<file path="config.mk">
export PLATFORM = sky130hd
export DESIGN_NAME = periph_bringup_ctrl
export DESIGN_NICKNAME = d
export VERILOG_FILES = /design/src/rtl/bringup_pkg.sv /design/src/rtl/bringup_datapath.sv /design/src/rtl/bringup_control.sv /design/src/rtl/periph_bringup_ctrl.sv
export SDC_FILE = /design/constraint.sdc
export NUM_CORES = 1
export LEC_CHECK = 0
export BUFFER_PORTS_ARGS = -buffer_cell sky130_fd_sc_hd__buf_2
export CAP_MARGIN = 15
export CORE_UTILIZATION = 54
export CTS_CLUSTER_DIAMETER = 120
export DETAILED_ROUTE_END_ITERATION = 16
export GPL_TIMING_DRIVEN = 0
export HOLD_SLACK_MARGIN = 0.15
export PLACE_DENSITY = 0.82
export SLEW_MARGIN = 15
export SYNTH_ARGS = -nofsm -noshare
export SYNTH_HDL_FRONTEND = slang
export SYNTH_SLANG_ARGS = --single-unit
</file>
<file path="constraint.sdc">
create_clock -name clk -period 4.35 [get_ports clk]
set_clock_uncertainty 0.05 [all_clocks]
set_input_delay 0.2175 -clock clk [delete_from_list [all_inputs] [get_ports clk]]
set_output_delay 0.2175 -clock clk [all_outputs]
set_load 0.05 [all_outputs]
</file>
<file path="src/rtl/bringup_pkg.sv">
package bringup_pkg;

  typedef enum logic [2:0] {
    ST_POLL = 3'd0,
    ST_ARM  = 3'd1,
    ST_CONF = 3'd2,
    ST_LIN  = 3'd3,
    ST_DONE = 3'd4,
    ST_ERR  = 3'd5
  } seqStateT;

  // strobes from the control to the datapath
  typedef struct packed {
    logic selCmdRd;  // load a command-register read
    logic selArmWr;  // load the detection-arming page write
    logic selLinWr;  // load the linear-addressing page write
    logic cntInc;    // one more failed poll
  } dpCtrlT;

endpackage

</file>
<file path="src/rtl/bringup_datapath.sv">
module bringup_datapath
  import bringup_pkg::*;
#(
  parameter int ADDR_W   = 6,
  parameter int DATA_W   = 8,
  parameter int CMD_BITS = 6,
  parameter int CNT_W    = 16,
  parameter logic [ADDR_W-1:0] CMD_ADDR  = 6'h01,
  parameter logic [ADDR_W-1:0] PAGE_ADDR = 6'h00,
  parameter logic [DATA_W-1:0] ARM_VAL   = 8'h80,
  parameter logic [DATA_W-1:0] LIN_VAL   = 8'h00
) (
  input  logic              clk,
  input  logic              rstN,
  input  dpCtrlT            dpCtrl,
  input  logic [CNT_W-1:0]  pollLimit,
  input  logic [DATA_W-1:0] busRdData,
  output logic [ADDR_W-1:0] busAddr,
  output logic              busWe,
  output logic [DATA_W-1:0] busWrData,
  output logic              cmdZero,
  output logic              limitHit
);

  localparam int CW1 = CNT_W + 1;

  logic [ADDR_W-1:0] addrQ;
  logic              weQ;
  logic [DATA_W-1:0] wdatQ;
  logic [CNT_W-1:0]  failCntQ;
  logic [CW1-1:0]    failsAfter;

  // Transaction fields: reset selects a command-register read.
  always_ff @(posedge clk) begin
    if (!rstN) begin
      addrQ <= CMD_ADDR;
      weQ   <= 1'b0;
      wdatQ <= '0;
    end else if (dpCtrl.selCmdRd) begin
      addrQ <= CMD_ADDR;
      weQ   <= 1'b0;
      wdatQ <= '0;
    end else if (dpCtrl.selArmWr) begin
      addrQ <= PAGE_ADDR;
      weQ   <= 1'b1;
      wdatQ <= ARM_VAL;
    end else if (dpCtrl.selLinWr) begin
      addrQ <= PAGE_ADDR;
      weQ   <= 1'b1;
      wdatQ <= LIN_VAL;
    end
  end

  // Failed-poll counter, saturating.
  always_ff @(posedge clk) begin
    if (!rstN) begin
      failCntQ <= '0;
    end else if (dpCtrl.cntInc && (failCntQ != '1)) begin
      failCntQ <= failCntQ + CNT_W'(1);
    end
  end

  assign failsAfter = {1'b0, failCntQ} + CW1'(1);
  assign limitHit   = (pollLimit != '0) && (failsAfter >= {1'b0, pollLimit});

  // Only the low command bits take part in the comparison.
  assign cmdZero = (busRdData[CMD_BITS-1:0] == '0);

  generate
    if (CMD_BITS < DATA_W) begin : g_upperIgnored
      logic unusedUpper;
      assign unusedUpper = ^busRdData[DATA_W-1:CMD_BITS];
    end
  endgenerate

  assign busAddr   = addrQ;
  assign busWe     = weQ;
  assign busWrData = wdatQ;

endmodule

</file>
<file path="src/rtl/bringup_control.sv">
module bringup_control
  import bringup_pkg::*;
(
  input  logic   clk,
  input  logic   rstN,
  input  logic   busAck,
  input  logic   cmdZero,
  input  logic   limitHit,
  output dpCtrlT dpCtrl,
  output logic   busStb,
  output logic   done,
  output logic   error,
  output logic   timedOut
);

  seqStateT stateQ, stateD;
  logic     gapQ, gapD;
  logic     toQ, toD;
  logic     inTxn;
  logic     handshake;

  assign inTxn = (stateQ == ST_POLL) || (stateQ == ST_ARM) ||
                 (stateQ == ST_CONF) || (stateQ == ST_LIN);
  assign busStb    = inTxn && !gapQ;
  assign handshake = busStb && busAck;

  always_comb begin
    stateD = stateQ;
    gapD   = 1'b0;
    toD    = toQ;
    dpCtrl = '0;
    case (stateQ)
      ST_POLL: begin
        if (handshake) begin
          gapD = 1'b1;
          if (cmdZero) begin
            stateD          = ST_ARM;
            dpCtrl.selArmWr = 1'b1;
          end else if (limitHit) begin
            stateD = ST_ERR;
            toD    = 1'b1;
          end else begin
            dpCtrl.cntInc = 1'b1;
          end
        end
      end
      ST_ARM: begin
        if (handshake) begin
          gapD            = 1'b1;
          stateD          = ST_CONF;
          dpCtrl.selCmdRd = 1'b1;
        end
      end
      ST_CONF: begin
        if (handshake) begin
          gapD = 1'b1;
          if (cmdZero) begin
            stateD          = ST_LIN;
            dpCtrl.selLinWr = 1'b1;
          end else begin
            stateD = ST_ERR;
          end
        end
      end
      ST_LIN: begin
        if (handshake) begin
          gapD   = 1'b1;
          stateD = ST_DONE;
        end
      end
      default: begin
        stateD = stateQ;
      end
    endcase
  end

  always_ff @(posedge clk) begin
    if (!rstN) begin
      stateQ <= ST_POLL;
      gapQ   <= 1'b1;
      toQ    <= 1'b0;
    end else begin
      stateQ <= stateD;
      gapQ   <= gapD;
      toQ    <= toD;
    end
  end

  assign done     = (stateQ == ST_DONE);
  assign error    = (stateQ == ST_ERR);
  assign timedOut = toQ;

endmodule

</file>
<file path="src/rtl/periph_bringup_ctrl.sv">
module periph_bringup_ctrl
  import bringup_pkg::*;
#(
  parameter int ADDR_W   = 6,
  parameter int DATA_W   = 8,
  parameter int CMD_BITS = 6,
  parameter int CNT_W    = 16,
  parameter logic [ADDR_W-1:0] CMD_ADDR  = 6'h01,
  parameter logic [ADDR_W-1:0] PAGE_ADDR = 6'h00,
  parameter logic [DATA_W-1:0] ARM_VAL   = 8'h80,
  parameter logic [DATA_W-1:0] LIN_VAL   = 8'h00
) (
  input  logic              clk,
  input  logic              rstN,
  input  logic [CNT_W-1:0]  pollLimit,
  output logic [ADDR_W-1:0] busAddr,
  output logic              busWe,
  output logic [DATA_W-1:0] busWrData,
  output logic              busStb,
  input  logic              busAck,
  input  logic [DATA_W-1:0] busRdData,
  output logic              done,
  output logic              error,
  output logic              timedOut
);

  dpCtrlT dpCtrl;
  logic   cmdZero;
  logic   limitHit;

  bringup_control u_control (
    .clk      (clk),
    .rstN     (rstN),
    .busAck   (busAck),
    .cmdZero  (cmdZero),
    .limitHit (limitHit),
    .dpCtrl   (dpCtrl),
    .busStb   (busStb),
    .done     (done),
    .error    (error),
    .timedOut (timedOut)
  );

  bringup_datapath #(
    .ADDR_W    (ADDR_W),
    .DATA_W    (DATA_W),
    .CMD_BITS  (CMD_BITS),
    .CNT_W     (CNT_W),
    .CMD_ADDR  (CMD_ADDR),
    .PAGE_ADDR (PAGE_ADDR),
    .ARM_VAL   (ARM_VAL),
    .LIN_VAL   (LIN_VAL)
  ) u_datapath (
    .clk       (clk),
    .rstN      (rstN),
    .dpCtrl    (dpCtrl),
    .pollLimit (pollLimit),
    .busRdData (busRdData),
    .busAddr   (busAddr),
    .busWe     (busWe),
    .busWrData (busWrData),
    .cmdZero   (cmdZero),
    .limitHit  (limitHit)
  );

endmodule

</file>
After elaboration in Yosys (flattened, before gate mapping). Index checks and enable logic that the tools add are counted.

Add/subtract/negate cells: 2. Order comparisons: 1. Equal/unequal tests: 11. Multiplexer cells: 25. Bitwise logic cells: 2. Reduce and logical (&&, ||, !) cells: 17.

Operators with widths (count): two-way mux 3 bit (7); adder 16 x 1 -> 17 bit (second input constant) (1); greater-or-equal comparator 17 x 16 -> 1 bit (1); adder 16 x 1 -> 16 bit (second input constant) (1); two-way mux 8 bit (2); != test 16 bit (second input constant) (1); nonzero test 16 bit (1); two-way mux 1 bit (15); one-hot mux 3 bit (4 select lines) (1); != test 2 x 1 -> 1 bit (second input constant) (4); equality test 3 x 2 -> 1 bit (second input constant) (2); equality test 3 bit (second input constant) (2); zero test 6 bit (1); AND reduction 6 bit (1); logical AND 1 bit (4); AND reduction 4 bit (1); nonzero test 4 bit (1); OR reduction 4 bit (1); equality test 3 x 1 -> 1 bit (second input constant) (1); zero test 3 bit (1); logical OR 1 bit (3); != test 3 bit (second input constant) (1); NOT 1 bit (2); nonzero test 2 bit (1); 2 further kinds (2).

Register bits: 24. Word-level logic and storage cells: 65.

Logic depth before layout (Yosys ltp).
Depth in word-level cells: 10. Mapped depth: 16. Depth with buffers taken out: 14.

Modules after synthesis. A second synthesis with hierarchy kept.

Cells, all modules: 250. Area, all modules: 2038.2 um^2.

Modules (own cells, without submodules): bringup_datapath (instances 1, cells an instance 218, area an instance 1773.0 um^2, seq. area each 380.4 um^2); bringup_control (instances 1, cells an instance 32, area an instance 265.3 um^2, seq. area each 100.1 um^2).

Worst setup path before layout. No wires, ideal clock.

Path type: register to register. Start: reg u_datapath.failCntQ[0]. End: reg u_datapath.failCntQ[10]. Setup time: 0.070 ns. Arrival time: 3.465 ns. Data required time: 4.230 ns. Path slack: 0.764 ns. Stages on the path, launching flop included: 16. Path buffers: 1. Path through: dfxtp_1 > ha_1 > and3_1 > nand4_1 > nor2_1 > nand3_1 > nor2_1 > xor2_1 > ha_1 > and3_1 > a221o_1 > a31oi_1 > a31oi_1 > clkbuf_1 > or4b_1 > a21oi_1.

Longest elaborated chain between the ends: 8. Elaborated cells on any way between the ends: 10. Those cells by class: add/sub (2); order compare (1); eq/ne (1); mux (4); reduce/logical (2).

Ends and longest elaborated chain: start: declaration (line bringup_datapath.sv:30) `logic [CNT_W-1:0] failCntQ;`; start signal: assignment (line bringup_datapath.sv:59) `failCntQ <= failCntQ + CNT_W'(1);`; adder 16 x 1 -> 17 bit (line bringup_datapath.sv:63) `assign failsAfter = {1'b0, failCntQ} + CW1'(1);`; net u_datapath.failsAfter[14] (line bringup_datapath.sv:31) `logic [CW1-1:0] failsAfter;`; greater-or-equal comparator 17 x 16 -> 1 bit (line bringup_datapath.sv:64) `assign limitHit = (pollLimit != '0) && (failsAfter >= {1'b0, pollLimit});`; logical AND 1 bit (line bringup_datapath.sv:64); two-way mux 1 bit (line bringup_control.sv:39) `end else if (limitHit) begin`; two-way mux 1 bit (line bringup_control.sv:36) `if (cmdZero) begin`; two-way mux 1 bit (line bringup_control.sv:34) `if (handshake) begin`; two-way mux 1 bit (line bringup_control.sv:32) `case (stateQ)`; logical AND 1 bit (line bringup_datapath.sv:58) `end else if (dpCtrl.cntInc && (failCntQ != '1)) begin`.

The timed path passes the listed nets, and every way through them passes these cells. A chain may end at the register's enable or synchronous reset.

Worst setup path in the final report.
Start: reg u_datapath.failCntQ[4]. End: reg u_datapath.failCntQ[10].

The elaborated chain is that of the path after synthesis.

==> metrics.txt <==
status finished clean; largest net degree at the start of global routing 14; Worst Setup SP u_datapath.failCntQ[4]$_SDFFE_PN0P_; ant diodes 0; Clock Latency Late Sink 0.32 ns; Worst IR Drop VDD 0.1473 mV; register bit total from synthesis 24; num rows 21; # nets final between 300 and 400; fin crit share between 90% and 100%; slowest library cell on the worst path or4_1; Unique masters post-synth 44; PortBufs 31; instance count on the critical path 14; Crit Path Class reg -> reg; placed cell areas 2172 um2; drt wl/cell 12.72 um; Worst Min Path Start busAck; Reg2Reg Setup Slack 0.30 ns; DRC Markers 0; Routed WL 4301 um; RePlAce Congestion 0.9474; Die Width 61.60 um; CP Capture Type flop; commonest non-fill, non-tap cell in the layout buf_2; crit-path cells and3_1 > nand3_1 > or4_1 > clkbuf_1 > nor2_1 > xor2_1 > ha_1 > and3_1 > a221o_1 > a31oi_1 > a31oi_1 > clkbuf_1 > or4b_1 > a21oi_1; gr usage total between 20% and 30%; final setup vio count 0; RSZ-0062 raised after global routing false; post-DP HPWL 3307 um; Clk pin slew, worst setup/hold paths 0.14 ns; Mean Syn Cell Area 7.893 um2; largest family of logic cells by synthesized area simple AND/OR/NAND/NOR gates; CTS tree yes; Main synth FF type dfxtp_1; adder-cell area share of the yosys netlist between 10 and 15%; final hold vios 0; simple-gate share of the synthesized area a little over a quarter; Synth Area in XOR/XNOR around 6.4%; WP buf/inv 2; Cell Pwr Density 195.2 nW/um2; First-pass DRT Iterations 4; sequential area share after synthesis 25.05%; DR vias/cell 5.642; f_max about 250 MHz; YS warnings 0; reg2reg end u_datapath.failCntQ[10]$_SDFFE_PN0P_; area grow syn2layout 16.70%; asr flop ratio synth 0%; Initial Util 57.03%; Setup crit end u_datapath.failCntQ[10]$_SDFFE_PN0P_; Layout Cell Area excl Fill 2238 um2; CTS Buf Count 3; # H-tree levels 1; mux contribution to synthesized area 1.566%; Post-Syn Instances roughly 240; Post-synth EDFFs 0; worst setup margin 0.3048 ns; minimum clock period 4.045 ns; Reg2Reg Depth 14; critical-path maximum fanout 10; Final ANT Viol Nets 0; CP peak stage delay between 0.5 and 0.6 ns; pre-CTS setup slack 0.1374 ns; setup_tns 0 ns; Core Region roughly 3400 um2; DRT iter0 DRCs 93; Die Area between 3000 and 4000 um2; MaxCap Viol Count 0; Slew Viols, Final 0; global route overflow 0; vias in the first global route 1,629; Hold Crit Class in -> reg; family with the most delay on the worst path simple AND/OR/NAND/NOR gates; via count roughly 1.9k; Pleak ~1 nW; critical path arrival roughly 4.3 ns; Sink Count 24; first-pass GRT wire length about 6900 um; reg2reg start u_datapath.failCntQ[4]$_SDFFE_PN0P_; initial antenna violation count 0; Worst Hold Slack 0.2313 ns; Root Driver clkbuf_4; Max clock buf depth 2; Worst Path Required 4.56 ns; # IOs 46; mapped cell area between 1500 and 2000 um2; startpoint types flop; fill count 323; Die H 61.60 um; post-synthesis compound-gate area fraction 18.59%; commonest non-fill, non-tap cells in the layout 33 x buf_2, 23 x dfxtp_1, 19 x inv_1; layout cells sized above 1 19.86%
[flip-flops by register name (all words and copies together), names as in the netlist]
register              count
u_control.stateQ          3
u_datapath.busAddr        1
u_datapath.busWe          1
u_control.timedOut        1
u_datapath.failCntQ      16
u_datapath.busWrData      1
u_control.gapQ            1
[area by class of cell]
| type | instances | area, um2 | share of cell area [%] |
|---|---|---|---|
| multi-input cells | 188 | 1269 | 56.68 |
| flip-flops and latches | 24 | 481.7 | 21.52 |
| repair buffers | 34 | 180.2 | 8.049 |
| plain buffers | 23 | 142.6 | 6.372 |
| inverters | 19 | 71.32 | 3.186 |
| well taps | 46 | 57.56 | 2.571 |
| clock buffers | 4 | 36.28 | 1.621 |
[worst min-delay path by stage]
stage / to / slack, ns / depth (start not counted)
floorplan: u_datapath.failCntQ[11]$_SDFFE_PN0P_ / 0.32 / 2
global placement: u_control.timedOut$_SDFFE_PN0P_ / 0.41 / 2
detailed placement: u_control.timedOut$_SDFFE_PN0P_ / 0.42 / 2
CTS: u_control.gapQ$_SDFF_PN1_ / 0.23 / 3
global route: u_control.gapQ$_SDFF_PN1_ / 0.26 / 3
finish: u_control.gapQ$_SDFF_PN1_ / 0.23 / 3
[worst register-to-register path, cell delays in order (launching register included)]
cell and delay, ns:
dfxtp_1 0.46, and3_1 0.18, nand3_1 0.18, or4_1 0.55
clkbuf_1 0.17, nor2_1 0.13, xor2_1 0.19, ha_1 0.27
and3_1 0.20, a221o_1 0.35, a31oi_1 0.23, a31oi_1 0.14
clkbuf_1 0.22, or4b_1 0.53, a21oi_1 0.14
[what timing repair did]
| item | in CTS | in global routing |
|---|---|---|
| endpoints found under the hold margin | 1 | 0 |
| gates resized for setup | 0 | 4 |
| hold buffers | 1 | 0 |
| setup endpoints to repair | 0 | 16 |
| setup buffers | 0 | 2 |
[where the power goes]
part	switching (mW)	internal, mW
Sequential	0.00218	0.222
Clock	0.0708	0.0512
Combinational	0.0591	0.0312
[Yosys cell counts, types with 2 or more instances]
| library cell | number | area share (%) |
|---|---|---|
| a31oi_1 | 2 | 0.65 |
| clkbuf_1 | 8 | 1.6 |
| o31ai_1 | 8 | 3.1 |
| nand2_1 | 14 | 2.7 |
| ha_1 | 17 | 11 |
| o41ai_1 | 5 | 2.3 |
| nor4_1 | 6 | 2.0 |
| o21ai_0 | 13 | 3.4 |
| nor3b_1 | 2 | 0.78 |
| buf_2 | 2 | 0.52 |
| dfxtp_1 | 24 | 25 |
| xor2_1 | 4 | 1.8 |
| and3_1 | 4 | 1.3 |
| xnor2_1 | 10 | 4.6 |
| or4_1 | 9 | 3.5 |
| mux2i_1 | 3 | 1.6 |
| nand2b_1 | 6 | 2.0 |
| nand3_1 | 13 | 3.4 |
| and3b_1 | 2 | 0.91 |
| buf_4 | 12 | 4.7 |
| and2_1 | 3 | 0.98 |
| a21oi_1 | 14 | 3.7 |
| o21a_1 | 3 | 1.2 |
| o311ai_0 | 3 | 1.4 |
| nor2_1 | 13 | 2.5 |
| nor3_1 | 2 | 0.52 |
| nand4_1 | 5 | 1.6 |
| inv_1 | 19 | 3.7 |
| a211oi_1 | 2 | 0.78 |
[routing by layer]
| metal | share of wire [%] | wire length [um] | global-route usage [%] | vias to the layer above |
|---|---|---|---|---|
| met5 | 0 | 0 | 0 | - |
| met4 | 1.3 | 54 | 6.032 | 0 |
| met3 | 6.3 | 271 | 1.891 | 9 |
| met2 | 47 | 2038 | 42.86 | 71 |
| met1 | 45 | 1937 | 31.54 | 856 |
| li1 | - | - | - | 971 |
[per-stage QoR]
| stage | util [%] | std cells | power (mW) |
|---|---|---|---|
| 2_1_floorplan | - | 254 | 0.2954 |
| 3_3_place_gp | 64.58 | 331 | 0.3174 |
| 3_5_place_dp | 64.58 | 331 | 0.3186 |
| 4_1_cts | 65.96 | 336 | 0.4385 |
| 5_1_grt | 66.56 | 338 | 0.4586 |
| 6_report | 66.56 | 338 | 0.4369 |
[cell families (layout without fill, tap and decap cells)]
| family | after synthesis | after routing |
|---|---|---|
| DFF | 24 | 24 |
| AOI/OAI and AO/OA | 55 | 55 |
| and+or+nand+nor | 87 | 87 |
| other | 1 | 12 |
| xor gates and xnor gates | 14 | 14 |
| muxes | 3 | 3 |
| buffers and inverters | 42 | 80 |
| adders and majority gates | 17 | 17 |
Note: power is estimated with default switching activity, not from simulation.
